--- config.mk ---
export PLATFORM = sky130hd
export DESIGN_NAME = ptw_walker
export DESIGN_NICKNAME = d
export VERILOG_FILES = /design/src/rtl/ptw_pkg.sv /design/src/rtl/ptw_va_split.sv /design/src/rtl/ptw_entry_addr.sv /design/src/rtl/ptw_pte_decode.sv /design/src/rtl/ptw_ctrl.sv /design/src/rtl/ptw_walker.sv
export SDC_FILE = /design/constraint.sdc
export NUM_CORES = 1
export LEC_CHECK = 0
export BUFFER_PORTS_ARGS = -buffer_cell sky130_fd_sc_hd__buf_2
export CAP_MARGIN = 0
export CORE_MARGIN = 3
export CORE_UTILIZATION = 35
export CTS_BUF_LIST = sky130_fd_sc_hd__clkbuf_8
export DETAILED_ROUTE_END_ITERATION = 8
export GPL_TIMING_DRIVEN = 1
export MAX_ROUTING_LAYER = met4
export SYNTH_ARGS = -nofsm -noshare
export SYNTH_HDL_FRONTEND = slang
export SYNTH_SLANG_ARGS = --single-unit
--- constraint.sdc ---
create_clock -name clk -period 4.7 [get_ports clk]
set_clock_uncertainty 0.15 [all_clocks]
set_input_delay 0.94 -clock clk [delete_from_list [all_inputs] [get_ports clk]]
set_output_delay 0.94 -clock clk [all_outputs]
set_load 0.005 [all_outputs]
--- src/rtl/ptw_pkg.sv ---
package ptw_pkg;

  typedef enum logic [2:0] {
    WS_IDLE,
    WS_RD_OUTER,
    WS_WAIT_OUTER,
    WS_RD_INNER,
    WS_WAIT_INNER,
    WS_DONE,
    WS_FAULT
  } walk_state_t;

  typedef logic [1:0] fault_cause_t;

  localparam fault_cause_t CAUSE_NONE  = 2'b00;
  localparam fault_cause_t CAUSE_LEN   = 2'b01;
  localparam fault_cause_t CAUSE_OUTER = 2'b10;
  localparam fault_cause_t CAUSE_INNER = 2'b11;

endpackage

--- src/rtl/ptw_va_split.sv ---
// Splits a virtual address into outer index, inner index and page offset.
module ptw_va_split #(
  parameter int VA_W  = 32,
  parameter int IDX_W = 10,
  parameter int OFF_W = 12
) (
  input  logic [VA_W-1:0]  va,
  output logic [IDX_W-1:0] hi_idx,
  output logic [IDX_W-1:0] lo_idx,
  output logic [OFF_W-1:0] offset
);
  localparam int LO_TOP = OFF_W + IDX_W - 1;

  assign hi_idx = va[VA_W-1 -: IDX_W];
  assign lo_idx = va[LO_TOP -: IDX_W];
  assign offset = va[OFF_W-1:0];
endmodule

--- src/rtl/ptw_entry_addr.sv ---
// Byte address of a table entry: table base plus index scaled by entry size.
module ptw_entry_addr #(
  parameter int AW          = 32,
  parameter int IDX_W       = 10,
  parameter int ENTRY_BYTES = 4
) (
  input  logic [AW-1:0]    base,
  input  logic [IDX_W-1:0] idx,
  output logic [AW-1:0]    addr
);
  localparam int SH = $clog2(ENTRY_BYTES);

  logic [AW-1:0] scaled;

  assign scaled = AW'(idx) << SH;
  assign addr   = base + scaled;
endmodule

--- src/rtl/ptw_pte_decode.sv ---
// Field extraction for one table entry: frame number in the top bits, valid in bit 0.
module ptw_pte_decode #(
  parameter int PTE_W = 32,
  parameter int OFF_W = 12
) (
  input  logic [PTE_W-1:0]       entry,
  output logic                   valid,
  output logic [PTE_W-OFF_W-1:0] frame
);
  localparam int FRAME_W = PTE_W - OFF_W;

  logic unused_rsvd;

  assign valid       = entry[0];
  assign frame       = entry[PTE_W-1 -: FRAME_W];
  assign unused_rsvd = ^entry[OFF_W-1:1];
endmodule

--- src/rtl/ptw_ctrl.sv ---
// Walk sequencer: owns the state register, the latched request and the read address.
module ptw_ctrl
  import ptw_pkg::*;
#(
  parameter int VA_W    = 32,
  parameter int IDX_W   = 10,
  parameter int OFF_W   = 12,
  parameter int FRAME_W = 20,
  parameter int AW      = 32,
  parameter int LEN_W   = 11
) (
  input  logic               clk,
  input  logic               rst,
  input  logic               req_valid,
  input  logic [VA_W-1:0]    req_vaddr,
  input  logic [LEN_W-1:0]   req_len,
  input  logic [IDX_W-1:0]   req_hi_idx,
  input  logic [AW-1:0]      outer_addr,
  input  logic [AW-1:0]      inner_addr,
  input  logic [OFF_W-1:0]   cur_offset,
  input  logic               mem_rd_ready,
  input  logic               mem_resp_valid,
  input  logic               pte_valid,
  input  logic [FRAME_W-1:0] pte_frame,
  output logic [VA_W-1:0]    vaddr_q,
  output logic               req_ready,
  output logic               mem_rd_valid,
  output logic [AW-1:0]      mem_rd_addr,
  output logic               rsp_valid,
  output logic               rsp_fault,
  output fault_cause_t       rsp_cause,
  output logic [AW-1:0]      rsp_paddr,
  output logic               fill_valid,
  output logic [FRAME_W-1:0] fill_pfn
);
  walk_state_t        state_q;
  logic [AW-1:0]      rd_addr_q;
  fault_cause_t       cause_q;
  logic [FRAME_W-1:0] pfn_q;
  logic [OFF_W-1:0]   off_q;
  logic               len_bad;

  assign len_bad = {1'b0, req_hi_idx} >= {{(IDX_W+1-LEN_W){1'b0}}, req_len};

  always_ff @(posedge clk) begin
    if (rst) begin
      state_q   <= WS_IDLE;
      vaddr_q   <= '0;
      rd_addr_q <= '0;
      cause_q   <= CAUSE_NONE;
      pfn_q     <= '0;
      off_q     <= '0;
    end else begin
      case (state_q)
        WS_IDLE: begin
          if (req_valid) begin
            vaddr_q <= req_vaddr;
            if (len_bad) begin
              cause_q <= CAUSE_LEN;
              state_q <= WS_FAULT;
            end else begin
              rd_addr_q <= outer_addr;
              state_q   <= WS_RD_OUTER;
            end
          end
        end
        WS_RD_OUTER: begin
          if (mem_rd_ready) state_q <= WS_WAIT_OUTER;
        end
        WS_WAIT_OUTER: begin
          if (mem_resp_valid) begin
            if (!pte_valid) begin
              cause_q <= CAUSE_OUTER;
              state_q <= WS_FAULT;
            end else begin
              rd_addr_q <= inner_addr;
              state_q   <= WS_RD_INNER;
            end
          end
        end
        WS_RD_INNER: begin
          if (mem_rd_ready) state_q <= WS_WAIT_INNER;
        end
        WS_WAIT_INNER: begin
          if (mem_resp_valid) begin
            if (!pte_valid) begin
              cause_q <= CAUSE_INNER;
              state_q <= WS_FAULT;
            end else begin
              pfn_q   <= pte_frame;
              off_q   <= cur_offset;
              state_q <= WS_DONE;
            end
          end
        end
        WS_DONE:  state_q <= WS_IDLE;
        WS_FAULT: state_q <= WS_IDLE;
        default:  state_q <= WS_IDLE;
      endcase
    end
  end

  assign req_ready    = (state_q == WS_IDLE);
  assign mem_rd_valid = (state_q == WS_RD_OUTER) || (state_q == WS_RD_INNER);
  assign mem_rd_addr  = rd_addr_q;
  assign rsp_valid    = (state_q == WS_DONE) || (state_q == WS_FAULT);
  assign rsp_fault    = (state_q == WS_FAULT);
  assign rsp_cause    = (state_q == WS_FAULT) ? cause_q : CAUSE_NONE;
  assign rsp_paddr    = (state_q == WS_DONE) ? {pfn_q, off_q} : '0;
  assign fill_valid   = (state_q == WS_DONE);
  assign fill_pfn     = pfn_q;
endmodule

--- src/rtl/ptw_walker.sv ---
module ptw_walker #(
  parameter int VA_W        = 32,
  parameter int IDX_W       = 10,
  parameter int OFF_W       = 12,
  parameter int PTE_W       = 32,
  parameter int ENTRY_BYTES = 4,
  localparam int FRAME_W    = PTE_W - OFF_W,
  localparam int AW         = FRAME_W + OFF_W,
  localparam int LEN_W      = IDX_W + 1,
  localparam int VPN_W      = VA_W - OFF_W
) (
  input  logic               clk,
  input  logic               rst,
  input  logic               req_valid,
  output logic               req_ready,
  input  logic [VA_W-1:0]    req_vaddr,
  input  logic [AW-1:0]      pt_base,
  input  logic [LEN_W-1:0]   pt_len,
  output logic               mem_rd_valid,
  input  logic               mem_rd_ready,
  output logic [AW-1:0]      mem_rd_addr,
  input  logic               mem_resp_valid,
  input  logic [PTE_W-1:0]   mem_resp_data,
  output logic               rsp_valid,
  output logic               rsp_fault,
  output logic [1:0]         rsp_cause,
  output logic [AW-1:0]      rsp_paddr,
  output logic               fill_valid,
  output logic [VPN_W-1:0]   fill_vpn,
  output logic [FRAME_W-1:0] fill_pfn
);
  logic [IDX_W-1:0]   in_hi, unused_in_lo, unused_q_hi, q_lo;
  logic [OFF_W-1:0]   unused_in_off, q_off;
  logic [VA_W-1:0]    vaddr_q;
  logic               pte_valid;
  logic [FRAME_W-1:0] pte_frame;
  logic [AW-1:0]      outer_addr, inner_addr, inner_base;

  ptw_va_split #(.VA_W(VA_W), .IDX_W(IDX_W), .OFF_W(OFF_W)) u_split_req (
    .va(req_vaddr), .hi_idx(in_hi), .lo_idx(unused_in_lo), .offset(unused_in_off)
  );

  ptw_va_split #(.VA_W(VA_W), .IDX_W(IDX_W), .OFF_W(OFF_W)) u_split_hold (
    .va(vaddr_q), .hi_idx(unused_q_hi), .lo_idx(q_lo), .offset(q_off)
  );

  ptw_pte_decode #(.PTE_W(PTE_W), .OFF_W(OFF_W)) u_pte (
    .entry(mem_resp_data), .valid(pte_valid), .frame(pte_frame)
  );

  assign inner_base = {pte_frame, {OFF_W{1'b0}}};

  ptw_entry_addr #(.AW(AW), .IDX_W(IDX_W), .ENTRY_BYTES(ENTRY_BYTES)) u_ea_outer (
    .base(pt_base), .idx(in_hi), .addr(outer_addr)
  );

  ptw_entry_addr #(.AW(AW), .IDX_W(IDX_W), .ENTRY_BYTES(ENTRY_BYTES)) u_ea_inner (
    .base(inner_base), .idx(q_lo), .addr(inner_addr)
  );

  ptw_ctrl #(
    .VA_W(VA_W), .IDX_W(IDX_W), .OFF_W(OFF_W),
    .FRAME_W(FRAME_W), .AW(AW), .LEN_W(LEN_W)
  ) u_ctrl (
    .clk(clk), .rst(rst),
    .req_valid(req_valid), .req_vaddr(req_vaddr), .req_len(pt_len),
    .req_hi_idx(in_hi), .outer_addr(outer_addr), .inner_addr(inner_addr),
    .cur_offset(q_off), .mem_rd_ready(mem_rd_ready),
    .mem_resp_valid(mem_resp_valid), .pte_valid(pte_valid), .pte_frame(pte_frame),
    .vaddr_q(vaddr_q), .req_ready(req_ready),
    .mem_rd_valid(mem_rd_valid), .mem_rd_addr(mem_rd_addr),
    .rsp_valid(rsp_valid), .rsp_fault(rsp_fault), .rsp_cause(rsp_cause),
    .rsp_paddr(rsp_paddr), .fill_valid(fill_valid), .fill_pfn(fill_pfn)
  );

  assign fill_vpn = vaddr_q[VA_W-1:OFF_W];
endmodule

[Yosys cells after proc, flatten, opt, wreduce, memory -nomap -nowiden]
Cells that the tools add are included.
Storage, ports and cells
  register bits: 101
  bits in latches: 0
  memory bits (writable): 0
  memory bits (read-only): 0
  output and inout port bits: 111
  logic and storage cells: 58
  memories kept: 0
Operators by class
  $add $sub $neg: 2
  $mul: 0
  divide/modulo/power cells: 0
  magnitude comparators: 1
  equal/unequal tests: 16
  shift-type cells: 0
  muxes and demuxes: 23
  bitwise operators: 0
  reduce and logical (&&, ||, !) cells: 10
Operator list (number)
  32-bit 2-to-1 mux: 5
  32-bit by 12-bit adder with 32-bit output: 2
  32-bit one-hot mux with 2 select lines: 1
  3-bit 2-to-1 mux: 7
  2-bit inequality test, second input constant: 9
  2-bit 2-to-1 mux: 8
  3-bit one-hot mux with 5 select lines: 1
  10-bit by 11-bit greater-or-equal comparator with 1-bit output: 1
  5-bit AND reduction: 2
  3-bit equality test, second input constant: 3
  7-bit AND reduction: 1
  3-bit by 2-bit equality test with 1-bit output, second input constant: 2
  2-bit one-hot mux with 3 select lines: 1
  3-bit by 1-bit equality test with 1-bit output, second input constant: 1
  3-bit logical NOT: 1
  3-bit AND reduction: 1
  3-bit nonzero test: 1
  1-bit logical OR: 2
  2-bit by 1-bit inequality test with 1-bit output, second input constant: 1
  2-bit AND reduction: 1
  2-bit nonzero test: 1

[Depth between registers and ports, before layout]
  word-level depth: 4
  mapped depth: 11
  gate-level depth less buffers: 9

[Cells and area by module]
From an unflattened synthesis, not the netlist that was laid out.
Unflattened totals
  cells, all modules: 913
  area total of the unflattened synthesis: 7345.8 µm²
By module, submodules not included
  ptw_ctrl: times used 1, cells an instance 585, area an instance 4944.7 µm²
  ptw_entry_addr: times used 2, cells an instance 121, area an instance 879.6 µm²
  ptw_va_split: times used 2, cells an instance 32, area an instance 240.2 µm²
  ptw_pte_decode: times used 1, cells an instance 21, area an instance 157.7 µm²
  ptw_walker: times used 1, cells an instance 1, area an instance 3.8 µm²

[Worst setup path before layout]
No wires, ideal clock.
  path kind: input to register
  from: in req_vaddr[22]
  to: reg u_ctrl.rd_addr_q[20], in the netlist u_ctrl.mem_rd_addr[20]
  arrival: 2719 ps
  slack: 1703 ps
  cell stages on the path: 10
  buffers on the path: 1
  cell sequence: ha_1 > fa_1 > a21oi_1 > o21ai_0 > nand3_1 > and2_1 > buf_2 > nor4_1 > o311ai_0 > a21oi_1
On the way
  word-level cells in the longest chain between the ends: 4
RTL lines
  start: declaration: RTL line ptw_walker.sv:16  | input logic [VA_W-1:0] req_vaddr,
  32-bit by 12-bit adder with 32-bit output: RTL line ptw_entry_addr.sv:16  | assign addr = base + scaled;
  32-bit 2-to-1 mux: RTL line ptw_ctrl.sv:58  | if (len_bad) begin
  32-bit 2-to-1 mux: RTL line ptw_ctrl.sv:56  | if (req_valid) begin
  32-bit one-hot mux with 2 select lines: RTL line ptw_ctrl.sv:54  | case (state_q)
  end signal: assignment: RTL line ptw_ctrl.sv:62  | rd_addr_q <= outer_addr;
  end signal: assignment: RTL line ptw_ctrl.sv:76  | rd_addr_q <= inner_addr;
  end: declaration: RTL line ptw_ctrl.sv:37  | logic [AW-1:0] rd_addr_q;
Several ways; a longest one is shown, not always the timed one. The select of a mux whose other input is x is not followed.
A chain may end at the register's enable or synchronous reset.

[Final worst setup path]
  from: reg u_ctrl.state_q[0]
  to: out rsp_paddr[4]
On the way
  word-level cells in the longest chain between the ends: 2
RTL lines
  start: declaration: RTL line ptw_ctrl.sv:36  | walk_state_t state_q;
  start signal: assignment: RTL line ptw_ctrl.sv:47  | state_q <= WS_IDLE;
  start signal: assignment: RTL line ptw_ctrl.sv:60  | state_q <= WS_FAULT;
  start signal: assignment: RTL line ptw_ctrl.sv:63  | state_q <= WS_RD_OUTER;
  3-bit equality test: RTL line ptw_ctrl.sv:109  | assign rsp_paddr = (state_q == WS_DONE) ? {pfn_q, off_q} : '0;
  32-bit 2-to-1 mux: RTL line ptw_ctrl.sv:109
  end: declaration: RTL line ptw_walker.sv:27  | output logic [AW-1:0] rsp_paddr,
Every way passes these cells.

==> metrics.yaml <==
synth_fa_ha_area_share_pct: 5.07
pwr-share-comb_pct: 35.7
clkLatencyLatePin_ns: 0.39
tritonroute_pass_1_iters: 4
layout.core_utilization_pct: 45.3
ir_worst_vdd_mv: 0.175
clock-root-buffer: "clkbuf_8"
n_antenna_cell: 0
num-nets-final: 1016
postCtsSetupBuffers: 0
finalCriticalPeriod_ns: 3.38
timing.setup.tns_ns: 0
floorplan.die_area_sq_um: 16700
layout.cells.most_common_list: "210 x buf_2, 175 x nand2_1, 106 x a21oi_1, 101 x dfxtp_1, 40 x and2_1"
netlist_instances: 698
critPathMaxStageDelay_ns: 0.79
clk_pin_slew_ns: 0.11
chipWidth_microns: 129
sequential_to_total_area_share_from_yosys_stat_pct: 38.0
clkPwrFrac_pct: 20.5
detailed_router_s_first_iteration_violation_count: 234
clock_tree.buffer_depth: 2
finalHoldViolCount: 0
grt_pass1_vias: 4927
sw_frac_of_total_pct: 38.8
clkSinkCount: 101
number_of_port_buffers: 211
drt_wl_total_microns: 16900
post_synth_mux_area_share_pct: 0.939
instances_no_fill: 1071
p_int_w: 0.00158
area_added_between_synthesis_and_finish_pct: 24.8
post_drt_wl_per_cell_microns: 15.7
syn_nets: 831
htree_num_levels: 3
fill_count: 1573
die_height_microns: 129
critPathRequiredTime_ns: 3.61
crit_path_cell_trace: "inv_1 > nor2_2 > and2_1 > buf_2"
drive_gt1_share_pct: 28.0
crit_path_end_kind: "primary output"
worst-path-max-fanout: 34
p_sw_w: 0.00100
power_frac_seq_pct: 43.9
wire_length_of_the_first_global_routing_pass_microns: 26000
grt_usage_pct: 20.4
slew-limit-headroom_pct: 27.3
count_of_unique_library_cells_instantiated_by_yosys: 63
layout_commonest_cell: "buf_2"
maxClockFrequency_mhz: 295
synth_xor_xnor_area_share_pct: 3.95
cts-resized-gates: 0
setup_viol: 0
synth_compound_gate_area_share_pct: 19.9
cts_hold_buf: 0
outcome: "finished, final reports clean"
routabilityCongestion: 0.820
vias: 5377
min_period_over_period_pct: 72.0
post_synthesis_instance_area_sq_um: 5330
ios: 223
critPathArrivalTime_ns: 2.29
cp_slowest_cell: "nor2_2"
worst_setup_path_class: "reg2out"
setup_repair_after_global_routing_missed_its_margin: "no"
max_slew_vio_count: 0
grt_antenna_before_repair: 0
holdCritPathClass: "reg2reg"
tritoncts: "yes"
synth_top_family_by_area: "simple AND/OR/NAND/NOR gates"
finalWorstSetupSlack_ns: 1.32
critPathLaunchType: "register"
grt_max_degree: 78
timing_worst_slew_pin_value_ns: 1.09
leakage_power_nw: 2.95
dp_cells: 1056
ys_warn_count: 0
post_synth_and_or_nand_nor_area_fraction_pct: 27.3
core_region_area_sq_um: 14700
core.rowCount: 44
vias_per_cell: 5.02
detailedPlacementHpwl_microns: 12500
synth_async_sr_flop_share_pct: 0
floorplan.initialDensity_pct: 36.2
post-place-ws_ns: 1.11
postSynthRegisterBits: 101
edff_count_synth: 0
power_density_nw_per_um2: 388
synthFlopType: "dfxtp_1"
drcViolationCount: 0
synth.avg_cell_area_sq_um: 7.63
maximum_capacitance_violations: 0
number_of_buffers_inserted_during_clock_tree_synthesis: 9
remaining_antenna_violation_count_after_routing: 0
overflow: 0
-- registers in the layout, indices dropped and copies added, names as in the netlist --
signal,cells
u_ctrl.cause_q,2
u_ctrl.fill_pfn,20
u_ctrl.vaddr_q,32
u_ctrl.off_q,12
u_ctrl.mem_rd_addr,32
u_ctrl.state_q,3
-- final timing paths --
path	from	endpoint	slack, ns	depth (start not counted)
max	u_ctrl.state_q[0]$_SDFFE_PP0P_	rsp_paddr[4]	1.32	4
min	u_ctrl.vaddr_q[10]$_SDFFE_PP0P_	u_ctrl.off_q[10]$_SDFFE_PP0P_	0.30	2
max reg2reg	u_ctrl.state_q[1]$_SDFFE_PP0P_	u_ctrl.mem_rd_addr[20]$_SDFFE_PP0P_	1.64	7
min reg2reg	u_ctrl.vaddr_q[10]$_SDFFE_PP0P_	u_ctrl.off_q[10]$_SDFFE_PP0P_	0.30	2
-- cells by family after synthesis --
family	count (synthesis)
AOI/OAI and AO/OA	172
xor gates and xnor gates	24
adders and majority gates	21
buffers and inverters	60
DFF	101
muxes	5
and+or+nand+nor	315
-- through the flow --
step | cell area [sq um] | total power, W | hold slack, ns
3_5_place_dp | 6480 | 0.00208 | 0.292
3_3_place_gp | 6480 | 0.00207 | 0.288
5_1_grt | 6650 | 0.00278 | 0.324
6_report | 6650 | 0.00258 | 0.303
2_1_floorplan | 5330 | 0.00171 | 0.282
4_1_cts | 6650 | 0.00261 | 0.303
-- area by class of cell --
cell class	instances	area, sq um	share of cell area (%)
multi-input combinational	537	3050	45.9
timing repair buffer	219	1120	16.8
inverter	15	56.3	0.847
tap	184	230	3.46
sequential	101	2020	30.4
clock buffer	9	124	1.86
clock inverter	6	47.5	0.715
-- Yosys cell counts (all sizes together), types with 3 or more instances --
library cell | n | area share (%)
a211oi | 8 | 1.4
a21oi | 106 | 10
a221oi | 8 | 1.3
a311oi | 4 | 0.66
a31oi | 3 | 0.35
and2 | 40 | 4.7
and3 | 4 | 0.56
buf | 6 | 0.75
clkbuf | 38 | 2.9
dfxtp | 101 | 38
ha | 20 | 4.7
inv | 15 | 1.1
mux2i | 5 | 0.94
nand2 | 176 | 13
nand2b | 3 | 0.35
nand3 | 14 | 1.3
nand3b | 5 | 0.70
nand4 | 5 | 0.59
nand4b | 4 | 0.66
nor2 | 35 | 2.5
nor2b | 3 | 0.35
nor3 | 14 | 1.4
nor4 | 3 | 0.47
o211ai | 5 | 0.80
o21ai | 12 | 1.3
or2 | 3 | 0.35
xnor2 | 17 | 2.8
xor2 | 7 | 1.2
-- worst max-delay path: cells and delay by family (launching register included) --
kind	cells	cell delay [ns]
and+or+nand+nor	2	1.03
DFF	1	0.58
buffers and inverters	2	0.29
-- power groups by stage --
stage	Clock, W	Sequential (W)	Combinational, W
final	0.000528	0.00113	0.000920
after detailed placement	0	0.00115	0.000929
after floorplan	0	0.00114	0.000568
after CTS	0.000546	0.00113	0.000930
after global routing	0.000590	0.00116	0.00104
after global placement	0	0.00115	0.000925
-- per-layer routing --
| layer | track usage [%] | vias up | part of all wire, % |
|---|---|---|---|
| met5 | - | - | 0 |
| met4 | 5.99 | 0 | 2.0 |
| met3 | 5.28 | 23 | 6.6 |
| met2 | 31.5 | 176 | 46 |
| met1 | 26.4 | 2423 | 46 |
| li1 | - | 2755 | - |
(Power assumes the default switching activity.)
